File: src/rtl/pwm8_pkg.sv
package pwm8_pkg;
  localparam int NUM_CH = 8;
  localparam int CNT_W  = 16;
  localparam int PS_W   = 3;
  localparam int DATA_W = 32;
  localparam int ADDR_W = 8;

  // register byte addresses
  localparam logic [7:0] A_CTRL   = 8'h00;
  localparam logic [7:0] A_CNT    = 8'h04;
  localparam logic [7:0] A_MOD    = 8'h08;
  localparam logic [7:0] A_CNTIN  = 8'h0C;
  localparam logic [7:0] A_OINIT  = 8'h10;
  localparam logic [7:0] A_MASK   = 8'h14;
  localparam logic [7:0] A_POL    = 8'h18;
  localparam logic [7:0] A_LOCK   = 8'h1C;
  localparam logic [7:0] A_UNLOCK = 8'h20;
  localparam logic [2:0] BANK_CHCTL = 3'd2; // 0x40..0x5C
  localparam logic [2:0] BANK_CMP   = 3'd3; // 0x60..0x7C

  // control register field positions
  localparam int F_PS  = 0;
  localparam int F_SRC = 3;
  localparam int F_EN  = 16;

  typedef struct packed {
    logic            running;
    logic [1:0]      srcSel;
    logic [PS_W-1:0] psSel;
  } dpCtl_t;
endpackage

File: src/rtl/pwm8_ctrl.sv
module pwm8_ctrl
  import pwm8_pkg::*;
#(
  parameter int NCH = NUM_CH,
  parameter int CW  = CNT_W,
  parameter int DW  = DATA_W,
  parameter int AW  = ADDR_W
) (
  input  logic                clk,
  input  logic                rstN,
  input  logic                busWr,
  input  logic [AW-1:0]       busAddr,
  input  logic [DW-1:0]       busWData,
  output logic [DW-1:0]       busRData,
  input  logic [CW-1:0]       cntVal,
  output dpCtl_t              dpCtl,
  output logic [CW-1:0]       modReg,
  output logic [CW-1:0]       cntInit,
  output logic [NCH-1:0]      outInit,
  output logic [NCH-1:0]      maskReg,
  output logic [NCH-1:0]      polReg,
  output logic [NCH-1:0]      chEn,
  output logic [NCH-1:0]      chMode,
  output logic [NCH-1:0][CW:0] cmpReg,
  output logic                locked
);
  localparam int IDX_W = (NCH > 1) ? $clog2(NCH) : 1;

  logic [PS_W-1:0] psReg;
  logic [1:0]      srcReg;
  logic [IDX_W-1:0] chIdx;
  logic [2:0]      bank;
  logic            inRange;

  assign chIdx   = busAddr[2 +: IDX_W];
  assign bank    = busAddr[7:5];
  assign inRange = (int'(chIdx) < NCH);

  always_ff @(posedge clk) begin
    if (!rstN) begin
      psReg   <= '0;
      srcReg  <= '0;
      chEn    <= '0;
      modReg  <= '1;
      cntInit <= '0;
      outInit <= '0;
      maskReg <= '1;
      polReg  <= '0;
      chMode  <= '0;
      cmpReg  <= '0;
      locked  <= 1'b0;
    end else if (busWr) begin
      if (busAddr == A_LOCK && busWData[0])   locked  <= 1'b1;
      if (busAddr == A_UNLOCK && busWData[0]) locked  <= 1'b0;
      if (busAddr == A_MASK)                  maskReg <= busWData[NCH-1:0];
      if (!locked) begin
        case (busAddr)
          A_CTRL: begin
            psReg  <= busWData[F_PS +: PS_W];
            srcReg <= busWData[F_SRC +: 2];
            chEn   <= busWData[F_EN +: NCH];
          end
          A_MOD:   modReg  <= busWData[CW-1:0];
          A_CNTIN: cntInit <= busWData[CW-1:0];
          A_OINIT: outInit <= busWData[NCH-1:0];
          A_POL:   polReg  <= busWData[NCH-1:0];
          default: begin
            if (inRange && busAddr[1:0] == 2'b00) begin
              if (bank == BANK_CHCTL) chMode[chIdx] <= busWData[0];
              if (bank == BANK_CMP)   cmpReg[chIdx] <= busWData[CW:0];
            end
          end
        endcase
      end
    end
  end

  always_comb begin
    busRData = '0;
    case (busAddr)
      A_CTRL: begin
        busRData[F_PS +: PS_W] = psReg;
        busRData[F_SRC +: 2]   = srcReg;
        busRData[F_EN +: NCH]  = chEn;
      end
      A_CNT:   busRData[CW-1:0]  = cntVal;
      A_MOD:   busRData[CW-1:0]  = modReg;
      A_CNTIN: busRData[CW-1:0]  = cntInit;
      A_OINIT: busRData[NCH-1:0] = outInit;
      A_MASK:  busRData[NCH-1:0] = maskReg;
      A_POL:   busRData[NCH-1:0] = polReg;
      A_LOCK:  busRData[0]       = locked;
      default: begin
        if (inRange && bank == BANK_CHCTL) busRData[0]    = chMode[chIdx];
        if (inRange && bank == BANK_CMP)   busRData[CW:0] = cmpReg[chIdx];
      end
    endcase
  end

  assign dpCtl.running = (srcReg != 2'd0);
  assign dpCtl.srcSel  = srcReg;
  assign dpCtl.psSel   = psReg;
endmodule

File: src/rtl/pwm8_datapath.sv
module pwm8_datapath
  import pwm8_pkg::*;
#(
  parameter int NCH = NUM_CH,
  parameter int CW  = CNT_W,
  parameter int PW  = PS_W
) (
  input  logic                 clk,
  input  logic                 rstN,
  input  dpCtl_t               dpCtl,
  input  logic                 fixTick,
  input  logic                 extTick,
  input  logic [CW-1:0]        modReg,
  input  logic [CW-1:0]        cntInit,
  input  logic [NCH-1:0][CW:0] cmpReg,
  input  logic [NCH-1:0]       chMode,
  input  logic [NCH-1:0]       outInit,
  input  logic [NCH-1:0]       polReg,
  input  logic [NCH-1:0]       maskReg,
  input  logic [NCH-1:0]       chEn,
  output logic [CW-1:0]        cntVal,
  output logic                 cntEn,
  output logic                 wrapNow,
  output logic [CW-1:0]        modAct,
  output logic [NCH-1:0]       pwmOut
);
  localparam int PSC_W = (1 << PW) - 1;

  logic [PSC_W-1:0]     psCnt;
  logic [PSC_W-1:0]     psMask;
  logic                 srcTick;
  logic [NCH-1:0][CW:0] cmpAct;

  always_comb begin
    case (dpCtl.srcSel)
      2'd1:    srcTick = 1'b1;
      2'd2:    srcTick = fixTick;
      2'd3:    srcTick = extTick;
      default: srcTick = 1'b0;
    endcase
  end

  assign psMask  = (PSC_W'(1) << dpCtl.psSel) - PSC_W'(1);
  assign cntEn   = dpCtl.running && srcTick && ((psCnt & psMask) == psMask);
  assign wrapNow = cntEn && (cntVal >= modAct);

  always_ff @(posedge clk) begin
    if (!rstN) begin
      psCnt  <= '0;
      cntVal <= '0;
      modAct <= '1;
      cmpAct <= '0;
    end else begin
      if (!dpCtl.running)  psCnt <= '0;
      else if (srcTick)    psCnt <= psCnt + PSC_W'(1);

      if (!dpCtl.running)  cntVal <= cntInit;
      else if (wrapNow)    cntVal <= cntInit;
      else if (cntEn)      cntVal <= cntVal + CW'(1);

      if (!dpCtl.running || wrapNow) begin
        modAct <= modReg;
        cmpAct <= cmpReg;
      end
    end
  end

  for (genvar ch = 0; ch < NCH; ch++) begin : g_ch
    logic level;
    assign level = dpCtl.running ? (chMode[ch] && ({1'b0, cntVal} < cmpAct[ch]))
                                 : outInit[ch];
    always_ff @(posedge clk) begin
      if (!rstN) pwmOut[ch] <= 1'b0;
      else       pwmOut[ch] <= (chEn[ch] && !maskReg[ch]) ? (level ^ polReg[ch]) : 1'b0;
    end
  end
endmodule

File: src/rtl/octa_pwm_timer.sv
module octa_pwm_timer
  import pwm8_pkg::*;
#(
  parameter int NCH = NUM_CH,
  parameter int CW  = CNT_W,
  parameter int DW  = DATA_W,
  parameter int AW  = ADDR_W
) (
  input  logic           clk,
  input  logic           rstN,
  input  logic           fixTick,
  input  logic           extTick,
  input  logic           busWr,
  input  logic [AW-1:0]  busAddr,
  input  logic [DW-1:0]  busWData,
  output logic [DW-1:0]  busRData,
  output logic [NCH-1:0] pwmOut
);
  dpCtl_t               dpCtl;
  logic [CW-1:0]        modReg, cntInit, cntVal, modAct;
  logic [NCH-1:0]       outInit, maskReg, polReg, chEn, chMode;
  logic [NCH-1:0][CW:0] cmpReg;
  logic                 locked, cntEn, wrapNow;

  pwm8_ctrl #(.NCH(NCH), .CW(CW), .DW(DW), .AW(AW)) u_ctrl (
    .clk(clk), .rstN(rstN), .busWr(busWr), .busAddr(busAddr),
    .busWData(busWData), .busRData(busRData), .cntVal(cntVal),
    .dpCtl(dpCtl), .modReg(modReg), .cntInit(cntInit), .outInit(outInit),
    .maskReg(maskReg), .polReg(polReg), .chEn(chEn), .chMode(chMode),
    .cmpReg(cmpReg), .locked(locked)
  );

  pwm8_datapath #(.NCH(NCH), .CW(CW), .PW(PS_W)) u_dp (
    .clk(clk), .rstN(rstN), .dpCtl(dpCtl), .fixTick(fixTick), .extTick(extTick),
    .modReg(modReg), .cntInit(cntInit), .cmpReg(cmpReg), .chMode(chMode),
    .outInit(outInit), .polReg(polReg), .maskReg(maskReg), .chEn(chEn),
    .cntVal(cntVal), .cntEn(cntEn), .wrapNow(wrapNow), .modAct(modAct),
    .pwmOut(pwmOut)
  );
endmodule

File: config.mk
export PLATFORM = sky130hd
export DESIGN_NAME = octa_pwm_timer
export DESIGN_NICKNAME = d
export VERILOG_FILES = /design/src/rtl/pwm8_pkg.sv /design/src/rtl/pwm8_ctrl.sv /design/src/rtl/pwm8_datapath.sv /design/src/rtl/octa_pwm_timer.sv
export SDC_FILE = /design/constraint.sdc
export NUM_CORES = 1
export LEC_CHECK = 0
export BUFFER_PORTS_ARGS = -buffer_cell sky130_fd_sc_hd__buf_2
export CAP_MARGIN = 10
export CORE_MARGIN = 1
export CORE_UTILIZATION = 35
export DETAILED_ROUTE_END_ITERATION = 16
export SETUP_SLACK_MARGIN = 0.15
export SYNTH_ARGS = -nofsm -noshare
export SYNTH_HDL_FRONTEND = slang
export SYNTH_SLANG_ARGS = --single-unit
export TNS_END_PERCENT = 50
File: constraint.sdc
create_clock -name clk -period 2.7 [get_ports clk]
set_input_delay 0 -clock clk [delete_from_list [all_inputs] [get_ports clk]]
set_output_delay 0 -clock clk [all_outputs]
set_load 0.005 [all_outputs]
# Yosys cells after proc, flatten, opt, wreduce, memory -nomap -nowiden
# Cells that the tools add are included.
[totals]
ff_bits = 397
latchBits = 0
ramBits = 0
mem_bits_ro = 0
in_bits = 45
out_inout_bits = 40
word_cells = 168
n_memories = 0
[classes]
add_sub_neg = 3
n_mul = 0
div_mod_pow = 0
magnitude_cmp = 11
n_eq_ne = 15
n_shift = 1
mux = 32
bitwise = 11
reduce_logical = 58
[ops]
columns = ["operator", "n"]
rows = [
  ["136-bit bitwise mux", 1],
  ["16-bit by 17-bit < comparator with 1-bit output", 8],
  ["17-bit binary-select mux with 3-bit select", 1],
  ["17-bit demux with 3-bit select", 1],
  ["17-bit two-way mux", 3],
  ["16-bit two-way mux", 3],
  ["8-bit by 5-bit == test with 1-bit output, second input constant", 4],
  ["4-bit one-hot mux with 8 select lines", 1],
  ["8-bit one-hot mux with 4 select lines", 1],
  ["1-bit logical AND", 22],
  ["2-bit AND reduction", 11],
  ["3-bit one-hot mux with 7 select lines", 1],
  ["16-bit by 1-bit adder with 16-bit output, second input constant", 1],
  ["8-bit by 4-bit == test with 1-bit output, second input constant", 2],
  ["16-bit >= comparator", 1],
  ["3-bit AND reduction", 5],
  ["1-bit two-way mux", 13],
  ["5-bit AND reduction", 2],
  ["5-bit OR reduction", 2],
  ["1-bit zero test", 9],
  ["8-bit bitwise mux", 1],
  ["8-bit by 3-bit == test with 1-bit output, second input constant", 1],
  ["8-bit by 6-bit == test with 1-bit output, second input constant", 1],
  ["8-bit zero test", 1],
  ["24 further kinds", 35],
]

# Depth between registers and ports, before layout
# Gate-level depths: netlist of run 1.
[depth]
depth_word = 8
mapped_depth = 11
mapped_depth_nobuf = 8

# By module
# Synthesis of run 1 repeated with hierarchy kept, for this count alone.
[unflattened]
cells_unflattened = 2383
hier_area_um2 = 21423.0
[modules_own_cells]
columns = ["mod", "n_inst", "cells_per_inst", "area_per_inst_um2"]
rows = [
  ["pwm8_datapath", 1, 1380, 11109.4],
  ["pwm8_ctrl", 1, 1003, 10313.6],
]

# Least setup slack after synthesis of run 1
# OpenSTA, ideal clock, no wires.
[synth_timing]
path_kind = "register to register"
startpoint = "register u_dp.cntVal[0]"
endpoint = "register u_dp.cntVal[7]"
setup_time_ns = 0.129
t_arrival_ns = 2.383
required_time_ns = 2.571
setup_slack_ns = 0.188
stages_incl_launch_ff = 12
period_less_slack_ns = 2.512
path_cell_list = "dfxtp_1 > clkbuf_1 > inv_1 > ha_1 > nand2b_1 > a2111oi_2 > o21ai_1 > a21oi_4 > buf_6 > buf_6 > mux2i_1 > o32ai_1"
[synth_via]
elab_chain_cells = 4
elab_cells_between_ends = 7
classes_between = "add/sub (1); order compare (1); eq/ne (1); mux (3); reduce/logical (1)"
[synth_rtl]
columns = ["element", "line", "text"]
rows = [
  ["from (decl)", "pwm8_datapath.sv:21", "output logic [CW-1:0] cntVal,"],
  ["from (signal assigned)", "pwm8_datapath.sv:57", "if (!dpCtl.running) cntVal <= cntInit;"],
  ["from (signal assigned)", "pwm8_datapath.sv:58", "else if (wrapNow) cntVal <= cntInit;"],
  ["from (signal assigned)", "pwm8_datapath.sv:59", "else if (cntEn) cntVal <= cntVal + CW'(1);"],
  ["16-bit by 1-bit adder with 16-bit output or 16-bit >= comparator (tied branches)", "pwm8_datapath.sv:59, pwm8_datapath.sv:45", ""],
  ["16-bit two-way mux or 1-bit logical AND (tied branches)", "pwm8_datapath.sv:59, pwm8_datapath.sv:45", ""],
  ["16-bit two-way mux", "pwm8_datapath.sv:58", ""],
  ["16-bit two-way mux", "pwm8_datapath.sv:57", ""],
]
# Parallel ways exist; a longest one is shown, timed or not. The select of a mux whose other input is x is not followed.
# A chain may end at the register's enable or synchronous reset.

# Worst setup path in the final report of run 1
[layout_timing]
startpoint = "input port busAddr[3]"
endpoint = "output port busRData[4]"
[layout_via]
elab_chain_cells = 4
elab_cells_between_ends = 12
classes_between = "eq/ne (7); mux (4); reduce/logical (1)"
[layout_rtl]
columns = ["element", "line", "text"]
rows = [
  ["from (decl)", "octa_pwm_timer.sv:14", "input logic [AW-1:0] busAddr,"],
  ["17-bit binary-select mux with 3-bit select", "pwm8_ctrl.sv:95", "if (inRange && bank == BANK_CMP) busRData[CW:0] = cmpReg[chIdx];"],
  ["17-bit two-way mux (not written as such)", "pwm8_ctrl.sv:95", ""],
  ["17-bit two-way mux", "pwm8_ctrl.sv:95", ""],
  ["4-bit one-hot mux with 8 select lines (*)", "pwm8_ctrl.sv:80", "case (busAddr)"],
  ["to (decl)", "octa_pwm_timer.sv:16", "output logic [DW-1:0] busRData,"],
]
# Every way passes the cells marked *; elsewhere a longest branch is shown, timed or not. The select of a mux whose other input is x is not followed.

==> run summary, run 1 <==
status - completed
setup TNS - 0 ps
Rows - 88
CTS clk-pin slew, worst paths - 60 ps
final hold vios - 0
first-pass GRT wire length - 111 mm
Total GRT Usage - 24.1%
commonest cells after routing, fill and taps aside - 396 x dfxtp_1, 334 x a21oi_1, 293 x nand2_1, 274 x nand3_1, 193 x o21ai_0
Worst Path Class, Setup - in -> out
Place WS - 95.1 ps
crit path capture type - output port
Post-synth top flop - dfxtp_1
Worst-Margin Slew - 879 ps
sequential element share of the synthesized area - 38.4%
Layout area overhead - 16.4%
ANT cells - 0
Max Cap Viol - 0
post-synth cell types - 64
leakage - 9.16 nW
HP Class - in -> reg
share of layout cells above drive strength 1 - 12.2%
Synth async-reset ratio - 0%
I/O Buffers - 68
CP max FO - 21
CTS Sinks - 397
drt wl/cell - 22.1 um
# setup viols final - 0
warning count from the yosys run - 0
minimum clock period - 2530 ps
worst clock skew - 24.9 ps
Rel. slew slack - 41.2%
core area - 0.0580 mm2
vias in the first global route - 18300
TritonCTS clock tree - done
Final WS setup - 168 ps
top cells by area, synth - dfxtp_1 38%, ha_1 8.3%, a21oi_1 8.1%
minimum hold slack - 24.0 ps
unrepaired setup endpoints after global routing - false
DRC violations left - 0
Worst VDD drop - 0.000364 V
Die Width - 245 um
period utilisation layout - 93.8%
RePlAce Congestion - 0.931
grt ovf - 0
Final HPWL DP - 51.7 mm
initial DRC count - 2185
Post-synth EDFFs - 0
CP Data Required Time - 2700 ps
clock root buffer - clkbuf_16
Synth Instances - 2501
final net count - 2741
commonest non-fill, non-tap cell in the layout - dfxtp_1
initial antenna violation count - 8
DR vias - 19400
final WL - 74.3 mm
Slew Viols, Final - 0
die area - 0.0601 mm2
Startpoint Class - primary input
H-tree levels - 2
Yosys top cell by area - dfxtp_1
Synth top area share - 38.4%
# fillers - 5766
arrival time worst endpoint - 2530 ps
Post-Syn Area - 0.0207 mm2
max frequency - 395 MHz
Die Y - 245 um
pin count of the biggest net entering global routing - 94
post-DR vias/cell - 5.77
worst-skew pair later-pin latency - 590 ps
number of synthesized register bits - 397
I/O pins - 85
Mapped Avg Cell Area - 8.27 um2
power per cell area - 530 mW/mm2
Initial Utilization - 35.7%
Max clock buf depth - 3
CTS Buf Count - 46
First-pass DRT Iterations - 6
DRT antenna net count - 0
power breakdown:
part	switching (mW)	internal (mW)	total, mW
Sequential	0.00548	5.86	5.87
Clock	2.55	3.79	6.34
Combinational	0.390	0.159	0.549
Total	2.95	9.81	12.8
layout make-up:
type	count	area, um2	share of cell area [%]
Multi-Input combinational cell	1745	11300	46.8
Sequential cell	397	7950	33.0
Timing Repair Buffer	212	1800	7.45
Clock buffer	73	1470	6.09
Tap cell	765	957	3.97
Inverter	156	593	2.46
Clock inverter	6	62.6	0.260
layer usage:
metal / part of all wire, % / vias up / GRT usage [%]
li1: - / 8948 / -
met1: 43 / 9373 / 32.6
met3: 8.8 / 165 / 4.58
met5: 0.092 / - / 0
met2: 44 / 855 / 37.8
met4: 3.8 / 10 / 9.26
what timing repair did:
item                                   in CTS  in global routing
setup endpoints to repair                  16                 44
hold buffers                               31                  0
buffers inserted                            0                  6
pin swaps                                   0                  3
resized for setup                           3                  7
endpoints found under the hold margin     202                  0
gates cloned                                0                  2
worst paths after layout:
check,cells after the start,startpoint,slack [ps],endpoint
worst max-delay path,8,busAddr[3],170,busRData[4]
worst min-delay path,5,busAddr[0],20,u_ctrl.cmpReg[19]$_SDFFE_PN0P_
worst max register to register,9,u_dp.cntVal[0]$_SDFFE_PN0P_,240,u_dp.cntVal[15]$_SDFFE_PN0P_
worst min register to register,2,u_ctrl.cmpReg[12]$_SDFFE_PN0P_,470,u_ctrl.cmpReg[12]$_SDFFE_PN0P_
sequential cells by signal, indices dropped and copies added, names as in the netlist:
register        count
u_ctrl.psReg        3
u_ctrl.maskReg      8
u_dp.modAct        16
u_ctrl.outInit      8
u_ctrl.cmpReg     136
u_ctrl.chEn         8
u_ctrl.srcReg       2
u_dp.psCnt          7
u_ctrl.locked       1
u_dp.pwmOut         8
u_ctrl.cntInit     16
u_dp.cmpAct       136
u_ctrl.chMode       8
u_ctrl.modReg      16
u_dp.cntVal        16
u_ctrl.polReg       8
kinds of logic (layout without fill, tap and decap cells):
kind of cell	after synthesis	after routing	synth area share [%]
adder cells (fa/ha/maj)	138	138	8.34
AO/OA/AOI/OAI	680	681	18.8
flip-flops	397	397	38.4
XOR/XNOR	5	5	0.212
AND/OR/NAND/NOR	769	769	17.2
multiplexers	144	144	9.23
other	1	8	0.0181
buffers and inverters	367	447	7.70
synth_stat cells, types with 3 or more instances:
master       n
dfxtp_1    397
a21oi_1    334
nand2_1    293
nand3_1    274
o21ai_0    194
inv_1      156
ha_1       138
clkbuf_1   120
mux2i_1    103
nor2_1      91
buf_2       62
mux4_2      37
a21o_1      28
a211oi_1    17
nand3b_1    17
and3_1      15
buf_6       13
nand2b_1    13
nor3_1      12
buf_4       11
a41oi_1     10
nor2b_1     10
o211ai_1    10
o22ai_1     10
and2_1       9
a211o_1      8
a222oi_1     8
a41o_1       8
nand4b_1     8
o2111ai_1    8
or3_1        8
a221oi_1     7
nand4_1      7
o32ai_1      6
a22oi_1      5
buf_1        5
a31oi_1      4
and4_1       4
mux2_2       4
a311oi_1     3
xor2_1       3
critical path: stages:
cell           delay (ps)
dlygate4sd3_1         550
buf_6                 200
nor2b_1               310
and2_1                330
buf_4                 380
a221oi_1              190
o22ai_1               360
buf_2                 180
stage by stage:
stage | instances | area, um2 | total power, mW | utilization (%)
floorplan | 2508 | 20700 | 6.28 | -
global placement | 3236 | 22100 | 6.49 | 38.1
detailed placement | 3236 | 22100 | 6.49 | 38.1
CTS | 3346 | 24000 | 12.8 | 41.3
global route | 3354 | 24100 | 13.1 | 41.5
finish | 3354 | 24100 | 12.8 | 41.5
Note: power is estimated with default switching activity, not from simulation.
==> inputs of run 2 (changes only) <==
--- a/config.mk
+++ b/config.mk
@@ -10,6 +10,7 @@
 export CORE_MARGIN = 1
 export CORE_UTILIZATION = 35
 export DETAILED_ROUTE_END_ITERATION = 16
+export GPL_TIMING_DRIVEN = 0
 export SETUP_SLACK_MARGIN = 0.15
 export SYNTH_ARGS = -nofsm -noshare
 export SYNTH_HDL_FRONTEND = slang
==> run summary, run 2 (synthesized netlist as in run 1, its figures left out) <==
clock share of power - 49.3%
hold path start - fixTick
minimum clock period - 2690 ps
vias in the first global route - 19400
Die Y - 245 um
Slew Viols, Final - 0
RePlAce Congestion - 1.04
pin count of the biggest net entering global routing - 16
worst-skew pair later-pin latency - 610 ps
Final HPWL DP - 66.0 mm
I/O Buffers - 59
die area - 0.0601 mm2
H-tree levels - 2
leakage - 9.57 nW
drt wl/cell - 26.2 um
Switching Share - 24.3%
Rows - 88
Crit path max-delay family - compound AO/OA/AOI/OAI gates
Reg2Reg Depth - 13
Worst-Margin Slew - 1200 ps
crit path cell chain - buf_16 > clkbuf_2 > a221oi_1 > a21oi_1 > a221oi_2 > o22ai_1 > buf_2
sw power - 3.09 mW
Max clock buf depth - 3
Combinational Power Share - 4.7%
status - completed
Final Util - 43.8%
CP max FO - 8
worst clock skew - 37.7 ps
initial antenna violation count - 3
met2 Usage GRT - 45.2%
commonest cells after routing, fill and taps aside - 380 x dfxtp_1, 314 x a21oi_1, 293 x nand2_1, 266 x nand3_1, 155 x inv_1
Initial Utilization - 35.7%
Layout area overhead - 22.9%
placed cells - 3341
biggest regs - u_ctrl.cmpReg (136), u_dp.cmpAct (136)
core area - 0.0580 mm2
max frequency - 371 MHz
Total GRT Usage - 29.4%
M1 GR Usage - 38.4%
r2r setup slk - 50 ps
Crit Reg-Reg Startpoint - u_dp.cntVal[0]$_SDFFE_PN0P_
CP Data Required Time - 2700 ps
HP Class - in -> reg
share of layout cells above drive strength 1 - 17.2%
unrepaired setup endpoints after global routing - true
CTS Buf Count - 46
First-pass DRT Iterations - 8
CTS clk-pin slew, worst paths - 60 ps
Worst path max stage delay - 580 ps
initial DRC count - 2162
TritonCTS clock tree - done
clock root buffer - clkbuf_16
Worst Path Class, Setup - reg -> out
period utilisation layout - 99.8%
arrival time worst endpoint - 2690 ps
Pint - 9.66 mW
DR vias - 20700
busiest grt layer - met2
Global Route met3 Usage - 7.05%
Startpoint Class - flop
I/O pins - 85
final hold vios - 0
CTS Sinks - 397
# setup viols final - 0
grt ovf - 0
minimum hold slack - 24.2 ps
crit path capture type - output port
Die Width - 245 um
first-pass GRT wire length - 129 mm
power per cell area - 501 mW/mm2
post-DR vias/cell - 5.94
Endpoint, Worst Hold - u_dp.psCnt[1]$_SDFFE_PN0P_
DRT antenna net count - 0
Finished Layout Cells - 3489
number of buffers and inverters on the critical path - 3
reg-to-reg endpoint - u_dp.cntVal[5]$_SDFFE_PN0P_
Flop pwr share - 45.9%
commonest non-fill, non-tap cell in the layout - dfxtp_1
Worst path slowest cell - dfxtp_2
final net count - 2868
final WL - 91.5 mm
Max Cap Viol - 0
Worst Hold Depth - 5
DRC violations left - 0
Rel. slew slack - 19.7%
Worst VDD drop - 0.000391 V
## run 2: area by class of cell
cell class                      instances  area (um2)
Multi-Input combinational cell       1744       11700
Clock inverter                          9        91.3
Fill cell                            5652       32600
Sequential cell                       397        8000
Buffer                                211        1360
Tap cell                              765         957
Timing Repair Buffer                  129        1340
Antenna cell                            4        10.0
Inverter                              156         593
Clock buffer                           74        1410
## run 2: worst max-delay path by stage
| stage | from | to | slack, ps | cells past startpoint |
|---|---|---|---|---|
| 2_1_floorplan | u_dp.cntVal[0]$_SDFFE_PN0P_ | u_dp.cntVal[7]$_SDFFE_PN0P_ | 190 | 11 |
| 6_report | u_dp.cntVal[4]$_SDFFE_PN0P_ | busRData[4] | 6 | 7 |
| 3_5_place_dp | u_dp.cntVal[0]$_SDFFE_PN0P_ | u_dp.cmpAct[5]$_SDFFE_PN0P_ | -1490 | 12 |
| 5_1_grt | u_dp.cntVal[0]$_SDFFE_PN0P_ | u_dp.cntVal[3]$_SDFFE_PN0P_ | -20 | 13 |
| 3_3_place_gp | u_dp.cntVal[0]$_SDFFE_PN0P_ | u_dp.cmpAct[83]$_SDFFE_PN0P_ | -1990 | 11 |
| 4_1_cts | u_dp.cntVal[4]$_SDFFE_PN0P_ | busRData[4] | 90 | 7 |
## run 2: per-stage QoR
stage               setup slack [ps]  instance area [um2]  TNS, ps  total power [mW]
floorplan                        188                20700        0              6.28
global placement               -1990                22000  -298610              6.53
detailed placement             -1490                22200  -220630              6.54
CTS                             85.4                24500        0              12.7
global route                   -21.2                25400    -52.5              13.0
finish                          6.27                25400        0              12.8
## run 2: power groups by stage
stage | combinational [mW] | clock [mW] | sequential, mW
2_1_floorplan | 0.286 | 0 | 6.00
3_3_place_gp | 0.528 | 0 | 6.00
3_5_place_dp | 0.534 | 0 | 6.00
4_1_cts | 0.567 | 6.32 | 5.86
5_1_grt | 0.614 | 6.57 | 5.86
6_report | 0.601 | 6.29 | 5.86
## run 2: what timing repair did
item                                    in CTS  in global routing
endpoints found under the hold margin       53                  0
endpoints found under the setup margin     189                234
setup buffers                               14                  6
gates resized for setup                    124                253
hold buffers                                27                  0
pin swaps                                   15                 47
gates cloned                                 2                 12
## run 2: metal layers
metal	wire [um]	share of wire, %
met5	0	0
met4	5190	5.7
met3	9260	10
met2	39600	43
met1	37400	41
## run 2: worst reg2reg max path: cells and delay by family, from the launching register on
family | cells | cell delay, ps
AO/OA/AOI/OAI | 4 | 700
adder cells (fa/ha/maj) | 1 | 220
buffers and inverters | 6 | 790
flip-flops | 1 | 430
multiplexers | 1 | 220
AND/OR/NAND/NOR | 1 | 140
